$ cat src/rtl/rtc_seconds.sv
module rtc_seconds #(
  parameter int TICKS_PER_SEC = 32768,
  parameter int SEC_W         = 48,
  parameter int DW            = 32,
  parameter int AW            = 8
) (
  input  logic          clk,
  input  logic          rst_n,
  input  logic          tick,
  input  logic          alt_evt,
  input  logic          sel,
  input  logic          wr,
  input  logic [AW-1:0] addr,
  input  logic [DW-1:0] wdata,
  output logic [DW-1:0] rdata,
  output logic          irq
);
  localparam int PW = $clog2(TICKS_PER_SEC);
  localparam int HW = SEC_W - DW;
  localparam int FM_LSB = 24;
  localparam logic [1:0] FM_FREEZE = 2'b10;
  localparam logic [PW-1:0] PRE_LAST = PW'(TICKS_PER_SEC - 1);

  localparam logic [AW-1:0] A_TLO  = AW'(8'h08);
  localparam logic [AW-1:0] A_THI  = AW'(8'h0C);
  localparam logic [AW-1:0] A_MLO  = AW'(8'h20);
  localparam logic [AW-1:0] A_MHI  = AW'(8'h24);
  localparam logic [AW-1:0] A_CTL  = AW'(8'h50);
  localparam logic [AW-1:0] A_RAW  = AW'(8'h54);
  localparam logic [AW-1:0] A_STAT = AW'(8'h58);
  localparam logic [AW-1:0] A_ENS  = AW'(8'h5C);
  localparam logic [AW-1:0] A_ENC  = AW'(8'h60);

  logic [SEC_W-1:0] secs, alarm;
  logic [PW-1:0]    presc;
  logic [HW-1:0]    hi_snap;
  logic             frozen;
  logic [1:0]       fmode;
  logic [1:0]       raw, en;

  wire rd_stb = sel & ~wr;
  wire wr_stb = sel & wr;
  wire wr_lo  = wr_stb && addr == A_TLO;
  wire wr_hi  = wr_stb && addr == A_THI;
  wire rd_lo  = rd_stb && addr == A_TLO;
  wire rd_hi  = rd_stb && addr == A_THI;
  wire loadw  = wr_lo | wr_hi;
  wire step   = tick && presc == PRE_LAST && !loadw;
  wire [SEC_W-1:0] secs_inc = secs + SEC_W'(1);
  wire alarm_hit = step && secs_inc == alarm;
  wire [1:0] stat_clr = (wr_stb && addr == A_STAT) ? wdata[1:0] : 2'b00;
  wire [1:0] set_ev = {alt_evt, alarm_hit};
  wire use_snap = fmode == FM_FREEZE && frozen;

  always_ff @(posedge clk) begin
    if (!rst_n) begin
      secs <= '0; presc <= '0; alarm <= '0;
      hi_snap <= '0; frozen <= 1'b0; fmode <= 2'b00;
      raw <= 2'b00; en <= 2'b00;
    end else begin
      if (loadw) begin
        presc <= '0;
        if (wr_lo) secs[DW-1:0] <= wdata;
        if (wr_hi) secs[SEC_W-1:DW] <= wdata[HW-1:0];
      end else if (tick) begin
        presc <= (presc == PRE_LAST) ? '0 : presc + PW'(1);
        if (step) secs <= secs_inc;
      end
      if (rd_lo && fmode == FM_FREEZE) begin
        hi_snap <= secs[SEC_W-1:DW];
        frozen  <= 1'b1;
      end else if (rd_hi) begin
        frozen <= 1'b0;
      end
      if (wr_stb && addr == A_MLO) alarm[DW-1:0] <= wdata;
      if (wr_stb && addr == A_MHI) alarm[SEC_W-1:DW] <= wdata[HW-1:0];
      if (wr_stb && addr == A_CTL) fmode <= wdata[FM_LSB+1:FM_LSB];
      raw <= (raw & ~stat_clr) | set_ev;
      if (wr_stb && addr == A_ENS) en <= en | wdata[1:0];
      else if (wr_stb && addr == A_ENC) en <= en & ~wdata[1:0];
    end
  end

  always_comb begin
    rdata = '0;
    case (addr)
      A_TLO:  rdata = secs[DW-1:0];
      A_THI:  rdata[HW-1:0] = use_snap ? hi_snap : secs[SEC_W-1:DW];
      A_MLO:  rdata = alarm[DW-1:0];
      A_MHI:  rdata[HW-1:0] = alarm[SEC_W-1:DW];
      A_CTL:  rdata[FM_LSB+1:FM_LSB] = fmode;
      A_RAW:  rdata[1:0] = raw;
      A_STAT: rdata[1:0] = raw & en;
      A_ENS, A_ENC: rdata[1:0] = en;
      default: rdata = '0;
    endcase
  end

  assign irq = |(raw & en);
endmodule

$ cat config.mk
export PLATFORM = sky130hd
export DESIGN_NAME = rtc_seconds
export DESIGN_NICKNAME = d
export VERILOG_FILES = /design/src/rtl/rtc_seconds.sv
export SDC_FILE = /design/constraint.sdc
export NUM_CORES = 1
export LEC_CHECK = 0
export BUFFER_PORTS_ARGS = -buffer_cell sky130_fd_sc_hd__buf_2
export CORE_AREA = 2 2 143 145
export DETAILED_ROUTE_END_ITERATION = 8
export DIE_AREA = 0 0 145 147
export GPL_ROUTABILITY_DRIVEN = 0
export PLACE_DENSITY_LB_ADDON = 0.3
export SLEW_MARGIN = 20
export SYNTH_ARGS = -nofsm -noshare
export SYNTH_HDL_FRONTEND = slang
export SYNTH_SLANG_ARGS = --single-unit
$ cat constraint.sdc
create_clock -name clk -period 4.1 [get_ports clk]
set_clock_uncertainty 0.1 [all_clocks]
set_input_delay 0.41 -clock clk [delete_from_list [all_inputs] [get_ports clk]]
set_output_delay 0.41 -clock clk [all_outputs]
set_load 0.01 [all_outputs]
==> results of run 1 <==
[kinds of logic (layout without fill, tap and decap cells)]
kind of cell	Yosys count	after routing	synth area share [%]
DFF	134	134	30.7
AOI/OAI and AO/OA	295	295	22.7
xor gates and xnor gates	89	89	8.93
buffers and inverters	103	145	5.00
and+or+nand+nor	482	482	28.3
adders and majority gates	3	3	0.430
muxes	34	34	3.91
[sequential cells by signal (all words and copies together), names as in the netlist, named ones only]
register  count
frozen        1
alarm        48
presc        15
hi_snap      16
fmode         2
raw           2
secs         48
[metrics by stage]
step | instances | power [mW] | setup slack (ns)
floorplan | 1140 | 1.38 | 1.14
global placement | 1421 | 1.43 | 0.751
detailed placement | 1421 | 1.43 | 0.724
CTS | 1452 | 3.13 | 0.662
global route | 1452 | 3.19 | 0.497
finish | 1452 | 3.12 | 0.598
[worst max-delay path by stage]
stage	startpoint	end	slack (ns)	depth (start not counted)
after floorplan	secs[8]	raw[0]	1.14	10
after detailed placement	secs[4]	raw[0]	0.72	8
final	secs[4]	raw[0]	0.60	8
after CTS	fmode[1]	rdata[0]	0.66	7
after global routing	secs[4]	raw[0]	0.50	8
after global placement	secs[8]	raw[0]	0.75	8
[area by class of cell]
| cell class | count | share of cell area [%] |
|---|---|---|
| clock buffers | 23 | 4.81 |
| clock inverters | 8 | 1.71 |
| inverters | 13 | 0.491 |
| multi-input cells | 903 | 56.9 |
| flip-flops and latches | 134 | 27.0 |
| well taps | 270 | 3.40 |
| repair buffers | 101 | 5.67 |
[power by group through the flow]
stage / registers [mW] / clock network, mW / logic, mW
floorplan: 1.34 / 0 / 0.0411
global placement: 1.34 / 0 / 0.0959
detailed placement: 1.34 / 0 / 0.0958
CTS: 1.31 / 1.73 / 0.0964
global route: 1.31 / 1.78 / 0.104
finish: 1.31 / 1.72 / 0.0971
[critical path, delay by kind of cell, from the launching register on]
family          cells  cell delay [ns]
flops               1             0.60
simple gates        5             1.96
compound gates      2             0.46
xor+xnor            1             0.30
[metal layers]
layer	wire, microns	GRT usage (%)	part of all wire [%]
met1	12200	34.8	42
met2	13500	43.4	46
met3	2280	5.62	7.8
met4	1140	11.3	3.9
met5	0	0	0
[cells in the final DEF, fill, tap and decap left out, types with 4 or more instances in the layout]
| master | Yosys | routed |
|---|---|---|
| a21boi_0 | 60 | 60 |
| a21oi_1 | 60 | 59 |
| a221o_1 | 16 | 16 |
| a22o_1 | 18 | 18 |
| a22oi_1 | 11 | 11 |
| a31oi_1 | 8 | 8 |
| a41oi_1 | 4 | 4 |
| and2_1 | 31 | 31 |
| and3_1 | 13 | 13 |
| and4_1 | 10 | 10 |
| buf_2 | 7 | 78 |
| buf_4 | 5 | 23 |
| bufinv_16 | 0 | 5 |
| clkbuf_16 | 0 | 17 |
| dfxtp_1 | 134 | 134 |
| inv_1 | 13 | 13 |
| mux2i_1 | 33 | 33 |
| nand2_1 | 180 | 180 |
| nand2b_1 | 4 | 4 |
| nand3_1 | 40 | 39 |
| nand3b_1 | 4 | 4 |
| nand4_1 | 24 | 24 |
| nor2_1 | 72 | 71 |
| nor2b_1 | 27 | 27 |
| nor3_1 | 30 | 26 |
| nor3_2 | 0 | 4 |
| nor3b_1 | 5 | 5 |
| nor4_1 | 20 | 20 |
| o21ai_0 | 77 | 77 |
| o221a_2 | 7 | 7 |
| o22ai_1 | 9 | 9 |
| o31ai_1 | 4 | 4 |
| xnor2_1 | 52 | 52 |
| xor2_1 | 37 | 37 |
==> flow_metrics.py, run 1 <==
metrics = {
    "floorplan": {
        "fp.coreArea_sq_um": 19800,
        "dieArea_sq_um": 21300,
        "ios": 79,
        "die_w_microns": 145,
        "die_y_microns": 147,
        "initial_core_util_pct": 44.0,
        "rows": 52,
    },
    "critical_path": {
        "r2r_slack_ns": 0.60,
        "worst_path_largest_cell_delay_ns": 0.61,
        "cpMaxStageDelayCell": "nor4_1",
        "cp-start-kind": "flip-flop",
        "cp_data_required_time_ns": 4.35,
        "worst_setup_path_end_kind": "flip-flop",
        "crit_path_max_fanout": 11,
        "critical_path.cell_chain": "and4_2 -> nand3_1 -> nor4_1 -> xnor2_1 -> a2111oi_2 -> nand4_1 -> or4_1 -> o31ai_2",
        "r2r_cells": 8,
        "cp_data_arrival_time_ns": 3.75,
        "crit_type": "flip-flop to flip-flop",
        "worstReg2RegEnd": "raw[0]",
        "r2r-start": "secs[4]",
    },
    "synthesis": {
        "synth_top_cell_by_area": "dfxtp_1",
        "syn_area_per_cell_sq_um": 7.66,
        "synth.distinct_cells": 68,
        "ys.flop_type": "dfxtp_1",
        "synth.net_count": 1189,
        "synth_edf_count": 0,
        "async_reset_ff_share_pct": 0,
        "synth.most_common_cell": "nand2_1",
        "synthTopCellsByArea": "dfxtp_1, nand2_1, xnor2_1, a21boi_0, o21ai_0",
        "synthTopCellsByCount": "nand2_1, dfxtp_1, o21ai_0, nor2_1, clkbuf_1",
        "syn_area_sq_um": 8730,
        "yosysWarningCount": 0,
        "synth_seq_cells": 134,
        "ys_seq_area_share_pct": 30.7,
        "postSynthCellCount": 1140,
        "yosys.area.top_type_share_pct": 30.7,
    },
    "cts": {
        "numCtsBuffers": 17,
        "cts_tree": "done",
        "h-tree-depth": 4,
        "path_clk_slew_ns": 0.06,
        "cts_setup_buffers": 0,
        "clk-insertion-delay-late_ns": 0.43,
        "clkSinkCount": 134,
        "clockBufferDepth": 2,
        "hold_buffers": 0,
        "cts_resized": 0,
        "cts-root-buf": "clkbuf_16",
    },
    "flow_run": {
        "cap_violations": 0,
    },
    "min_path": {
        "worstHoldStart": "alt_evt",
        "hold_class": "primary input to flip-flop",
        "hold_end": "raw[1]",
        "whs_path_depth": 3,
    },
    "outcome": {
        "status": "finished clean",
    },
    "power_and_ir_drop": {
        "swShare_pct": 21.0,
        "p_leak_nw": 3.70,
        "powerDensity_nw_per_um2": 314,
        "comb_power_share_pct": 3.1,
        "p_seq_share_pct": 41.9,
        "p_switching_mw": 0.657,
        "ir_drop_v": 0.000305,
        "internal-power_mw": 2.46,
        "p_clk_share_pct": 55.0,
    },
    "timing": {
        "period_share_pct": 85.4,
        "tightest_slew_ns": 1.05,
        "timing.final.max_slew_violations": 0,
        "timing.setup.tns_ns": 0,
        "max_freq_mhz": 286,
        "slew_headroom_pct": 30.2,
        "rsz0062_at_grt": "no",
        "fin_crit_ns": 3.50,
        "finalHoldViolations": 0,
        "holdWs_ns": 0.116,
        "setup_viol": 0,
    },
    "global_route": {
        "gr-total-overflow": 0,
        "grt_antenna_before_repair": 0,
        "grt_start_max_net_pins": 114,
        "grt_pass1_wl_mm": 45.4,
        "grt_pass1_vias": 8036,
        "grt_util_all_layers_pct": 26.8,
    },
    "finish": {
        "multi_input_area_sq_um": 5650,
        "post-route-util_pct": 50.1,
        "fill_cells": 1917,
        "seqCellArea_sq_um": 2680,
        "area_delta_synth_final_pct": 13.7,
        "final_cell_area_sq_um": 9930,
        "diodes": 0,
        "final_nets": 1219,
        "drive_gt1_share_pct": 13.9,
    },
    "route": {
        "vias_per_cell": 6.04,
        "wl_mm": 29.1,
        "vias": 8775,
        "drt_iter0_drc": 1101,
        "wl_per_cell_microns": 20.0,
        "drc": 0,
        "drtPass1Iterations": 5,
        "ant_nets": 0,
    },
    "place": {
        "placedInstanceArea_sq_um": 9290,
        "dp_hpwl_mm": 20.8,
        "io_buffers": 78,
    },
}
No activity file was read; power rests on OpenSTA's default activity.
==> inputs of run 2 (changes only) <==
ABC_AREA = 1   (was default)
CORE_AREA = 2 2 142 144   (was 2 2 143 145)
DIE_AREA = 0 0 144 146   (was 0 0 145 147)
==> run 2 against run 1 <==
  * Synthesized cell count up 21%
  * Synthesized area fell by 1.4%
  * Cell count rose by 18%
  * Maximum frequency increased by 16%
  * Register-to-register slack better by 0.53 ns
  * First-iteration DRC count grew 9.9%
  * Largest power group unchanged
  * Critical path depth up 2
  * Total power shrank 0.41%
  * Die area decreased by 1.4%
  * Routed wire length increased by 6.3%
  * Non-clock buffer count is 13 lower
  * Hold slack worse by 0.012 ns
==> flow_metrics.py, run 2 <==
metrics = {
    "finish": {
        "final_cell_mix": "nand2_1, inv_1, nor2_1, dfxtp_1, nand3_1",
        "area_delta_synth_final_pct": 14.3,
        "diodes": 0,
        "post-route-util_pct": 50.9,
        "drive_gt1_share_pct": 11.2,
        "fill_cells": 1985,
        "final_nets": 1486,
        "mostFrequentLayoutCell": "nand2_1",
        "biggestRegsByFlops": "alarm: 48 flops, secs: 48 flops, hi_snap: 16 flops",
    },
    "synthesis": {
        "ys.flop_type": "dfxtp_1",
        "async_reset_ff_share_pct": 0,
        "yosysWarningCount": 0,
        "yosys.area.top_type_share_pct": 31.1,
        "ys_seq_area_share_pct": 31.1,
        "synth.most_common_cell": "nand2_1",
        "synth_seq_cells": 134,
        "synthTopCellsByCount": "nand2_1, inv_1, nor2_1, dfxtp_1, nand3_1",
        "syn_area_per_cell_sq_um": 6.22,
        "synthTopCellsByArea": "dfxtp_1, nand2_1, nand3_1, o21ai_0, inv_1",
        "synth_top_cell_by_area": "dfxtp_1",
        "postSynthCellCount": 1384,
        "syn_area_sq_um": 8610,
        "synth.net_count": 1433,
        "synth.distinct_cells": 40,
        "synth_edf_count": 0,
    },
    "floorplan": {
        "dieArea_sq_um": 21000,
        "fp.coreArea_sq_um": 19300,
        "die_w_microns": 144,
        "rows": 51,
        "initial_core_util_pct": 44.5,
        "ios": 79,
        "die_y_microns": 146,
    },
    "critical_path": {
        "crit_top_cell": "nand2_1",
        "cp_data_arrival_time_ns": 2.51,
        "cp-start-kind": "primary input",
        "cpMaxStageDelayCell": "inv_1",
        "worst_path_largest_cell_delay_ns": 0.53,
        "crit_type": "primary input to output port",
        "worst_setup_path_end_kind": "output port",
        "cp_data_required_time_ns": 3.59,
        "crit_path_max_fanout": 18,
        "critical_path.cell_chain": "buf_2 -> inv_1 -> nand2_1 -> nor3_1 -> nand2_1 -> buf_4 -> inv_1 -> a21oi_1 -> nand2_1 -> buf_2",
    },
    "timing": {
        "period_share_pct": 73.6,
        "timing.setup.tns_ns": 0,
        "tightest_slew_ns": 1.06,
        "finalHoldViolations": 0,
        "timing.final.max_slew_violations": 0,
        "setup_viol": 0,
        "max_freq_mhz": 331,
        "slew_headroom_pct": 29.4,
        "fin_crit_ns": 3.02,
        "rsz0062_at_grt": "no",
    },
    "power_and_ir_drop": {
        "powerDensity_nw_per_um2": 316,
        "ir_drop_v": 0.000260,
        "p_switching_mw": 0.704,
        "p_seq_share_pct": 42.1,
        "swShare_pct": 22.6,
        "p_clk_share_pct": 54.8,
        "internal-power_mw": 2.41,
        "comb_power_share_pct": 3.1,
        "p_leak_nw": 3.77,
    },
    "global_route": {
        "grt_antenna_before_repair": 0,
        "grt_pass1_vias": 8871,
        "gr-total-overflow": 0,
        "grt_util_all_layers_pct": 29.3,
        "grt_pass1_wl_mm": 47.8,
        "grt_start_max_net_pins": 82,
    },
    "cts": {
        "numCtsBuffers": 17,
        "cts_tree": "done",
        "clockBufferDepth": 2,
        "cts-root-buf": "clkbuf_16",
        "cts_resized": 0,
        "clkSinkCount": 134,
        "path_clk_slew_ns": 0.07,
        "hold_buffers": 0,
        "cts_setup_buffers": 0,
        "clk-insertion-delay-late_ns": 0.43,
        "h-tree-depth": 4,
    },
    "place": {
        "dp_hpwl_mm": 23.3,
        "io_buffers": 78,
    },
    "route": {
        "ant_nets": 0,
        "drc": 0,
        "drtPass1Iterations": 5,
        "vias_per_cell": 5.70,
        "wl_per_cell_microns": 18.0,
        "wl_mm": 31.0,
        "drt_iter0_drc": 1210,
        "vias": 9773,
    },
    "flow_run": {
        "cap_violations": 0,
    },
    "min_path": {
        "hold_class": "primary input to flip-flop",
    },
    "outcome": {
        "status": "finished clean",
    },
}
## run 2: layout make-up
class	instances	area [sq um]	share of cell area (%)
repair buffers	88	478	4.85
well taps	265	332	3.37
clock inverters	11	171	1.74
multi-input cells	1046	5150	52.3
clock buffers	21	470	4.78
flip-flops and latches	134	2680	27.2
inverters	150	563	5.72
## run 2: worst max-delay path: cells and delay by family
kind	cells	cell delay, ns
and+or+nand+nor	4	0.77
buffers and inverters	5	1.02
AOI/OAI and AO/OA	1	0.29
## run 2: cells by family (layout without fill, tap and decap cells)
| kind of cell | Yosys count | count (layout) | share of synthesized area, % |
|---|---|---|---|
| AOI/OAI and AO/OA | 308 | 308 | 20.3 |
| adders and majority gates | 3 | 3 | 0.436 |
| and+or+nand+nor | 715 | 715 | 36.1 |
| xor gates and xnor gates | 20 | 20 | 2.83 |
| buffers and inverters | 204 | 270 | 9.18 |
| DFF | 134 | 134 | 31.1 |
## run 2: worst paths after layout
path	slack, ns	start	cells after the start	endpoint
max	1.08	addr[0]	10	rdata[11]
min	0.10	alt_evt	3	raw[1]
max reg2reg	1.13	presc[1]	10	secs[30]
min reg2reg	0.36	frozen	2	frozen
## run 2: metrics by stage
| stage | instances | setup WS, ns | hold WS (ns) | power (mW) | cell area [sq um] |
|---|---|---|---|---|---|
| global placement | 1683 | 1.05 | 0.352 | 1.43 | 9200 |
| finish | 1715 | 1.08 | 0.104 | 3.11 | 9850 |
| global route | 1715 | 0.876 | 0.145 | 3.17 | 9850 |
| floorplan | 1384 | 1.82 | 0.332 | 1.38 | 8610 |
| detailed placement | 1683 | 1.03 | 0.357 | 1.43 | 9200 |
| CTS | 1715 | 1.15 | 0.106 | 3.10 | 9840 |
## run 2: layer usage
layer | up-vias | part of all wire (%) | track usage, %
li1 | 4746 | - | -
met1 | 4426 | 43 | 40.1
met2 | 501 | 44 | 44.8
met3 | 100 | 9.0 | 4.74
met4 | 0 | 4.3 | 13.8
met5 | - | 0 | 0
## run 2: power by group through the flow
stage / combinational [mW] / sequential, mW / clock, mW
after floorplan: 0.0448 / 1.34 / 0
after global placement: 0.0926 / 1.34 / 0
after detailed placement: 0.0928 / 1.34 / 0
after CTS: 0.0935 / 1.31 / 1.70
after global routing: 0.105 / 1.31 / 1.75
final: 0.0958 / 1.31 / 1.70
